`config.mk`:
```
export PLATFORM = sky130hd
export DESIGN_NAME = reload_timer
export DESIGN_NICKNAME = d
export VERILOG_FILES = /design/src/rtl/timer_pkg.sv /design/src/rtl/tick_gen.sv /design/src/rtl/count_core.sv /design/src/rtl/flag_ctl.sv /design/src/rtl/reload_timer.sv
export SDC_FILE = /design/constraint.sdc
export NUM_CORES = 1
export LEC_CHECK = 0
export ABC_AREA = 1
export BUFFER_PORTS_ARGS = -buffer_cell sky130_fd_sc_hd__clkbuf_2
export CORE_MARGIN = 1
export CORE_UTILIZATION = 51
export CTS_CLUSTER_DIAMETER = 30
export CTS_CLUSTER_SIZE = 30
export DETAILED_ROUTE_END_ITERATION = 10
export PLACE_DENSITY_LB_ADDON = 0.12
export SLEW_MARGIN = 0
export SYNTH_ARGS = -nofsm -noshare
export SYNTH_HDL_FRONTEND = slang
export SYNTH_HIERARCHICAL = 1
export SYNTH_SLANG_ARGS = --single-unit
```
`constraint.sdc`:
```
create_clock -name clk -period 2 [get_ports clk]
set_input_delay 0.6 -clock clk [delete_from_list [all_inputs] [get_ports clk]]
set_output_delay 0.6 -clock clk [all_outputs]
set_load 0.01 [all_outputs]
```
`src/rtl/timer_pkg.sv`:
```
package timer_pkg;
  typedef enum logic [1:0] {
    SRC_SYS = 2'b00,
    SRC_DIV = 2'b01,
    SRC_EXT = 2'b10,
    SRC_OFF = 2'b11
  } tick_src_e;
endpackage

```
`src/rtl/tick_gen.sv`:
```
module tick_gen
  import timer_pkg::*;
#(
  parameter int SYS_DIV     = 12,
  parameter int EXT_DIV     = 8,
  parameter int SYNC_STAGES = 2
) (
  input  logic       clk,
  input  logic       rst_n,
  input  logic       run,
  input  logic [1:0] src_sel,
  input  logic       ext_clk,
  output logic       tick
);
  localparam int SD_W = $clog2(SYS_DIV);
  localparam int ED_W = $clog2(EXT_DIV);

  logic [SYNC_STAGES-1:0] sync_q;
  logic                   prev_q;
  logic [SD_W-1:0]        div_q, div_d;
  logic [ED_W-1:0]        ext_q, ext_d;
  logic                   ext_edge;
  tick_src_e              src;

  assign src      = tick_src_e'(src_sel);
  assign ext_edge = sync_q[SYNC_STAGES-1] & ~prev_q;

  // next state of both prescalers; cleared while stopped or not selected
  always_comb begin
    div_d = '0;
    ext_d = '0;
    if (run && src == SRC_DIV && div_q != SD_W'(SYS_DIV - 1))
      div_d = div_q + 1'b1;
    if (run && src == SRC_EXT) begin
      if (!ext_edge)                        ext_d = ext_q;
      else if (ext_q != ED_W'(EXT_DIV - 1)) ext_d = ext_q + 1'b1;
    end
  end

  always_comb begin
    unique case (src)
      SRC_SYS: tick = run;
      SRC_DIV: tick = run && div_q == SD_W'(SYS_DIV - 1);
      SRC_EXT: tick = run && ext_edge && ext_q == ED_W'(EXT_DIV - 1);
      default: tick = 1'b0;
    endcase
  end

  always_ff @(posedge clk or negedge rst_n) begin
    if (!rst_n) begin
      sync_q <= '0;
      prev_q <= 1'b0;
      div_q  <= '0;
      ext_q  <= '0;
    end else begin
      sync_q <= {sync_q[SYNC_STAGES-2:0], ext_clk};
      prev_q <= sync_q[SYNC_STAGES-1];
      div_q  <= div_d;
      ext_q  <= ext_d;
    end
  end
endmodule

```
`src/rtl/count_core.sv`:
```
module count_core #(
  parameter int BYTE_W = 8
) (
  input  logic              clk,
  input  logic              rst_n,
  input  logic              tick,
  input  logic              split,
  input  logic [BYTE_W-1:0] wdata,
  input  logic              wr_lo,
  input  logic              wr_hi,
  input  logic              wr_rld_lo,
  input  logic              wr_rld_hi,
  output logic [BYTE_W-1:0] cnt_lo,
  output logic [BYTE_W-1:0] cnt_hi,
  output logic [BYTE_W-1:0] rld_lo,
  output logic [BYTE_W-1:0] rld_hi,
  output logic              wrap_lo,
  output logic              wrap_hi
);
  localparam logic [BYTE_W-1:0] TOP = '1;

  logic [BYTE_W-1:0] lo_q, hi_q, rl_q, rh_q;
  logic [BYTE_W-1:0] lo_d, hi_d, rl_d, rh_d;
  logic              adv;

  assign adv     = tick & ~(wr_lo | wr_hi);
  assign wrap_lo = adv && lo_q == TOP;
  assign wrap_hi = split ? (adv && hi_q == TOP) : (wrap_lo && hi_q == TOP);

  always_comb begin
    lo_d = lo_q;
    hi_d = hi_q;
    rl_d = wr_rld_lo ? wdata : rl_q;
    rh_d = wr_rld_hi ? wdata : rh_q;
    if (wr_lo) lo_d = wdata;
    if (wr_hi) hi_d = wdata;
    if (adv) begin
      if (split) begin
        lo_d = wrap_lo ? rl_q : lo_q + 1'b1;
        hi_d = wrap_hi ? rh_q : hi_q + 1'b1;
      end else if (wrap_hi) begin
        lo_d = rl_q;
        hi_d = rh_q;
      end else begin
        lo_d = lo_q + 1'b1;
        if (wrap_lo) hi_d = hi_q + 1'b1;
      end
    end
  end

  always_ff @(posedge clk or negedge rst_n) begin
    if (!rst_n) begin
      lo_q <= '0;
      hi_q <= '0;
      rl_q <= '0;
      rh_q <= '0;
    end else begin
      lo_q <= lo_d;
      hi_q <= hi_d;
      rl_q <= rl_d;
      rh_q <= rh_d;
    end
  end

  assign cnt_lo = lo_q;
  assign cnt_hi = hi_q;
  assign rld_lo = rl_q;
  assign rld_hi = rh_q;
endmodule

```
`src/rtl/flag_ctl.sv`:
```
module flag_ctl (
  input  logic       clk,
  input  logic       rst_n,
  input  logic       set_lo,
  input  logic       set_hi,
  input  logic       wr_flags,
  input  logic [1:0] keep_mask,
  input  logic       split,
  input  logic       irq_en,
  input  logic       lo_irq_en,
  output logic       flag_lo,
  output logic       flag_hi,
  output logic       irq
);
  logic lo_q, hi_q, lo_d, hi_d;

  // a set event takes precedence over a software clear
  always_comb begin
    lo_d = lo_q;
    hi_d = hi_q;
    if (wr_flags) begin
      lo_d = lo_q & keep_mask[0];
      hi_d = hi_q & keep_mask[1];
    end
    if (set_lo) lo_d = 1'b1;
    if (set_hi) hi_d = 1'b1;
  end

  always_ff @(posedge clk or negedge rst_n) begin
    if (!rst_n) begin
      lo_q <= 1'b0;
      hi_q <= 1'b0;
    end else begin
      lo_q <= lo_d;
      hi_q <= hi_d;
    end
  end

  assign flag_lo = lo_q;
  assign flag_hi = hi_q;
  assign irq     = irq_en & (hi_q | (lo_q & (split | lo_irq_en)));
endmodule

```
`src/rtl/reload_timer.sv`:
```
module reload_timer #(
  parameter int BYTE_W      = 8,
  parameter int SYS_DIV     = 12,
  parameter int EXT_DIV     = 8,
  parameter int SYNC_STAGES = 2
) (
  input  logic              clk,
  input  logic              rst_n,
  input  logic              ext_clk,
  input  logic              run,
  input  logic              split,
  input  logic [1:0]        src_sel,
  input  logic              irq_en,
  input  logic              lo_irq_en,
  input  logic [BYTE_W-1:0] wdata,
  input  logic              wr_lo,
  input  logic              wr_hi,
  input  logic              wr_rld_lo,
  input  logic              wr_rld_hi,
  input  logic              wr_flags,
  output logic [BYTE_W-1:0] cnt_lo,
  output logic [BYTE_W-1:0] cnt_hi,
  output logic [BYTE_W-1:0] rld_lo,
  output logic [BYTE_W-1:0] rld_hi,
  output logic              flag_lo,
  output logic              flag_hi,
  output logic              irq
);
  logic tick, set_lo, set_hi;

  tick_gen #(
    .SYS_DIV(SYS_DIV), .EXT_DIV(EXT_DIV), .SYNC_STAGES(SYNC_STAGES)
  ) u_tick (
    .clk(clk), .rst_n(rst_n), .run(run), .src_sel(src_sel),
    .ext_clk(ext_clk), .tick(tick)
  );

  count_core #(.BYTE_W(BYTE_W)) u_core (
    .clk(clk), .rst_n(rst_n), .tick(tick), .split(split), .wdata(wdata),
    .wr_lo(wr_lo), .wr_hi(wr_hi), .wr_rld_lo(wr_rld_lo), .wr_rld_hi(wr_rld_hi),
    .cnt_lo(cnt_lo), .cnt_hi(cnt_hi), .rld_lo(rld_lo), .rld_hi(rld_hi),
    .wrap_lo(set_lo), .wrap_hi(set_hi)
  );

  flag_ctl u_flags (
    .clk(clk), .rst_n(rst_n), .set_lo(set_lo), .set_hi(set_hi),
    .wr_flags(wr_flags), .keep_mask(wdata[1:0]), .split(split),
    .irq_en(irq_en), .lo_irq_en(lo_irq_en),
    .flag_lo(flag_lo), .flag_hi(flag_hi), .irq(irq)
  );
endmodule

```
==> results of run 1 <==
==> path summary, 6_finish.rpt <==
check | slack, ps | cells past startpoint | endpoint
setup / recovery | 60 | 14 | u_core/cnt_lo[3]
min in group clk | 360 | 0 | u_tick/sync_q[1]
hold reg to reg | 360 | 0 | u_tick/sync_q[1]
hold / removal | 260 | 2 | u_tick/div_q[3]
max in group asynchronous | 1520 | 2 | u_core/rld_hi[6]
setup reg to reg | 60 | 14 | u_core/cnt_lo[3]
==> cell families (layout without fill, tap and decap cells) <==
logic type / count (synthesis) / after routing / share of synthesized area
AO/OA/AOI/OAI: 39 / 39 / 0.0850
XOR/XNOR: 8 / 8 / 0.0256
adder cells (fa/ha/maj): 5 / 5 / 0.0228
buffers and inverters: 56 / 134 / 0.0959
flip-flops: 44 / 44 / 0.402
multiplexers: 5 / 5 / 0.0206
AND/OR/NAND/NOR: 188 / 189 / 0.348
==> layout by cell type (no fill, tap or decap), types with 2 or more instances in the layout <==
cell type,count
nand2_1,74
clkbuf_2,56
dfrtp_1,44
inv_1,38
nand3_1,37
nor2_1,32
buf_4,20
o21ai_0,18
nand2_2,10
nor2_2,8
nand4_1,7
a22oi_1,7
nor2_4,6
inv_2,6
clkbuf_8,5
nand2_4,5
xor2_1,5
mux2_2,5
nand3_4,4
a21oi_1,4
clkinv_2,3
nand3_2,3
o21ai_1,3
o21ai_2,3
xnor2_1,3
inv_4,2
a211oi_2,2
ha_1,2
ha_4,2
==> cell type report <==
type,instances,area share
clock buffer,5,0.0203
clock inverter,2,0.00368
timing repair buffer,78,0.136
sequential,44,0.324
tap,70,0.0258
multi-input combinational,246,0.433
inverter,49,0.0578
==> power by group <==
group          internal, mW  switching, mW  total (mW)
combinational         0.175          0.266       0.442
sequential            0.955         0.0756        1.03
clock                 0.237          0.315       0.552
total                  1.37          0.657        2.02
==> through the flow <==
step / power, mW / cells
final: 2.02 / 494
after global routing: 2.13 / 494
after CTS: 2.02 / 487
after detailed placement: 1.47 / 480
after global placement: 1.47 / 480
after floorplan: 1.29 / 345
==> per-layer routing <==
metal	GRT usage	routed length (um)	vias up
li1	-	-	1271
met3	0.0549	314	17
met2	0.422	3380	62
met4	0.0947	159	0
met5	0	0	-
met1	0.334	2980	1237
==> state kept, by name (all words and copies together), names as in the netlist <==
signal           flops
u_flags/flag_lo      1
u_tick/sync_q        2
u_core/cnt_lo        8
u_core/rld_lo        8
u_flags/flag_hi      1
u_tick/ext_q         3
u_tick/prev_q        1
u_core/cnt_hi        8
u_tick/div_q         4
u_core/rld_hi        8
==> repair_timing <==
item / 4_1_cts / 5_1_grt
cloned: 0 / 1
endpoints found under the setup margin: 1 / 16
hold endpoints to repair: 0 / 0
setup buffers: 0 / 6
gates resized for setup: 1 / 17
pin swaps: 0 / 6
==> impl_metrics.ini, run 1 <==
[floorplanning]
ios = 57
die_w_um = 75.3
initial_utilization = 0.533
core_mm2 = 0.00514
placementRows = 26
dieArea_mm2 = 0.00567
chipHeight_um = 75.3

[drt]
drt-initial-drc-count = 163
wl_per_cell_um = 13.8
first_pass_iters = 4
vias = 2587
antenna_left = 0
route.detailed.drc = 0
avgViaCountPerCell = 5.24
wl_um = 6830

[yosys]
yosysUniqueCellTypes = 36
synthTopCellsByArea = dfrtp_1, nand2_1, nand3_1
ys.flop_type = dfrtp_1
synth_edf_count = 0
synthArstFlopShare = 1.00
synth_area_mm2 = 0.00274
yosys_warnings = 6
syn_area_per_cell_um2 = 7.94
ys_seq_elements = 44
syn_inst = 345
synth_top_area_cell = dfrtp_1
synth_common_cells = nand2_1, dfrtp_1, inv_1, nand3_1, nor2_1
seq_area_frac_synth = 0.402
synth_top_area_frac = 0.402
synth.most_common_cell = nand2_1
syn_nets = 372

[timing]
timing.fmax_mhz = 514
setup_ws_ps = 56.2
timing.hold.ws_ps = 261
relSlewSlack = 0.798
fin_skew_ps = 9.12
slew_violations = 0
min_period_over_period = 0.972
layout_min_cycle_time_ps = 1940
setup_viol = 0
tns_ps = 0
hold_viol = 0
worst_slew_pin_slew_ps = 303

[clock_tree]
clkSinkCount = 44
cts.htree.levels = 2
clkTransAtPathRegs_ps = 80
cts_tree = yes
clkLatencyLatePin_ps = 310
clock_path_buffers = 2
cts-root-buf = clkbuf_8
numCtsBuffers = 5
postCtsHoldBufs = 0

[critical_path]
start_kind = flop
path_class = reg -> reg
arrival_ps = 2190
r2r_start = u_tick/div_q[0]
worstPathCellList = ha_4 > nand3_4 > nand2_1 > nand2_1 > nand2_2 > inv_2 > nor2_4 > nand3_4 > nor2_8 > buf_6 > nand3_4 > nand3_1 > nand3_1 > nand2_1
path_buf_inv = 2
slowest_delay_ps = 430
critPathTopFamily = simple AND/OR/NAND/NOR gates
required_ps = 2240
startpoint = u_tick/div_q[0]
crit_slowest_cell = dfrtp_1
crit_path_max_fanout = 5
critPathCaptureType = flop

[pwr]
total_leakage_power_nw = 1.77
vdd_ir_drop_max_mv = 0.399
powerDensity_mw_per_mm2 = 596

[global_route]
antenna_found_initial = 0
grt_pass1_wl_um = 10700
grt_pass1_vias = 2293
grt_usage = 0.257
grt_max_degree = 45
grt-ovfl-total = 0

[layout]
diodes = 0
fillCellCount = 474
multi_input_area_mm2 = 0.00147
fin_nets = 451
final_area_mm2 = 0.00340
layout-drive-gt1-share = 0.347
syn2layout_area_growth_pct = 24.1
fin_util = 0.661
regArea_mm2 = 0.00110

[place]
place_congestion = 0.909
placement.cell_area_mm2 = 0.00317
place_hpwl_um = 4910
dpl_worst_slack_ps = -77.7
portBuffers = 56

[min_path]
hp-class = in -> async

[job]
drv_cap = 0

[status]
status = completed
Power figures use the tool's default switching activity.
==> inputs of run 2 (changes only) <==
==> constraint.sdc (replaced) <==
create_clock -name clk -period 2 [get_ports clk]
set_input_delay 0 -clock clk [delete_from_list [all_inputs] [get_ports clk]]
set_output_delay 0 -clock clk [all_outputs]
set_load 0.01 [all_outputs]
==> run 2 against run 1 <==
Combinational power is essentially flat. Via count shrank 2.1%. Flip-flop and latch count is the same. Clock-buffer cell count grew 1. Critical path type unchanged.
==> impl_metrics.ini, run 2 (synthesis gave the netlist of run 1 again) <==
[clock_tree]
numCtsBuffers = 5
cts-root-buf = clkbuf_8
clock_path_buffers = 2
cts_tree = yes
cts.htree.levels = 2
clkSinkCount = 44
clkTransAtPathRegs_ps = 90
clkLatencyLatePin_ps = 300

[global_route]
grt_usage = 0.248
grt_use_met2 = 0.423
grtUsageMet1 = 0.311
antenna_found_initial = 0
grt_pass1_wl_um = 10300
grt_max_degree = 45
grt_busiest_layer = met2
grt_pass1_vias = 2257
grtUsageMet3 = 0.0402
grt-ovfl-total = 0

[critical_path]
critPathCaptureType = flop
path_class = reg -> reg
reg2regPathDepth = 13
slowest_delay_ps = 410
worstPathCellList = ha_4 > ha_4 > nand3_2 > nand2_2 > inv_2 > nor2_4 > nand3_4 > nor2_8 > buf_12 > nand3_4 > nand3_2 > nand3_1 > nand2_1
start_kind = flop
required_ps = 2240
crit_path_max_fanout = 5
r2r_start = u_tick/ext_q[1]
crit_slowest_cell = dfrtp_1
r2r_end = u_core/cnt_lo[3]
r2r_slack_ps = 90
arrival_ps = 2150

[place]
placedCellCount = 470
place_congestion = 0.906
portBuffers = 56
dpl_worst_slack_ps = 54.8
place_hpwl_um = 4800

[floorplanning]
ios = 57
dieArea_mm2 = 0.00567
initial_utilization = 0.533
chipHeight_um = 75.3
placementRows = 26
die_w_um = 75.3
core_mm2 = 0.00514

[layout]
final_common_cell = nand2_1
fillCellCount = 468
fin_nets = 451
diodes = 0
syn2layout_area_growth_pct = 26.2
instances_no_fill = 495
layout-drive-gt1-share = 0.339
final_cell_mix = nand2_1, clkbuf_2, dfrtp_1

[drt]
avgViaCountPerCell = 5.12
route.detailed.drc = 0
antenna_left = 0
drt-initial-drc-count = 143
wl_per_cell_um = 13.7
wl_um = 6770
first_pass_iters = 4
vias = 2532

[timing]
setup_viol = 0
relSlewSlack = 0.619
setup_ws_ps = 93.1
layout_min_cycle_time_ps = 1910
timing.fmax_mhz = 524
hold_viol = 0
min_period_over_period = 0.953
slew_violations = 0
timing.hold.ws_ps = 17.7
worst_slew_pin_slew_ps = 571
fin_skew_ps = 6.18

[pwr]
total_power_mw = 2.07
powerDensity_mw_per_mm2 = 599
vdd_ir_drop_max_mv = 0.439
total_leakage_power_nw = 1.78

[status]
status = completed

[min_path]
hp-class = in -> reg
holdPathStages = 3
min_from = wdata[1]
hold_end = u_core/rld_hi[1]

[job]
drv_cap = 0
-- run 2: cell count changes in the layout (fill, tap and decap cells not counted), moves of 2 or more --
cell,change
a211oi_1,+2
a211oi_2,-2
buf_4,-8
dlygate4sd3_1,+9
nand3_1,-7
nand3_2,+8
-- run 2: critical path, delay by kind of cell (launching register included) --
family,cells,cell delay [ps]
simple gates,9,950
buf+inv,2,190
fa+ha+maj,2,300
flops,1,410
-- run 2: routing by layer --
| metal | share of wire | vias up |
|---|---|---|
| met5 | 0 | - |
| li1 | - | 1271 |
| met2 | 0.50 | 55 |
| met4 | 0.019 | 0 |
| met1 | 0.44 | 1193 |
| met3 | 0.043 | 13 |
-- run 2: report_power, final --
part           internal (mW)  switching (mW)  leakage (nW)
logic                  0.177           0.264          1.19
clock network          0.280           0.319        0.0434
registers              0.955          0.0758         0.544
-- run 2: worst max path at each step --
stage	start	endpoint	slack, ps	cells past startpoint
2_1_floorplan	u_tick/div_q[0]	u_core/cnt_hi[5]	270	15
3_3_place_gp	u_tick/div_q[0]	u_core/cnt_hi[3]	100	14
3_5_place_dp	u_tick/div_q[0]	u_core/cnt_hi[3]	50	14
4_1_cts	u_tick/div_q[0]	u_core/cnt_hi[3]	30	14
5_1_grt	u_tick/div_q[0]	u_core/cnt_lo[7]	-40	14
6_report	u_tick/ext_q[1]	u_core/cnt_lo[3]	90	13
-- run 2: metrics by stage --
step           cell area (um^2)  TNS, ps  utilization
2_1_floorplan              2740        0            -
3_3_place_gp               3090        0        0.600
3_5_place_dp               3090        0        0.600
4_1_cts                    3270        0        0.637
5_1_grt                    3460     -145        0.672
6_report                   3460        0        0.672
-- run 2: cell type report --
type / count / area (um^2) / area share
well taps: 70 / 87.6 / 0.0253
repair buffers: 78 / 480 / 0.139
clock buffers: 6 / 82.6 / 0.0239
multi-input cells: 246 / 1490 / 0.432
flip-flops and latches: 44 / 1100 / 0.319
inverters: 49 / 196 / 0.0568
clock inverters: 2 / 15.0 / 0.00434
-- run 2: repair_timing --
action	CTS	global route
setup endpoints to repair	0	15
hold buffers	9	0
gates resized for setup	0	22
buffers inserted	0	7
hold endpoints to repair	54	0
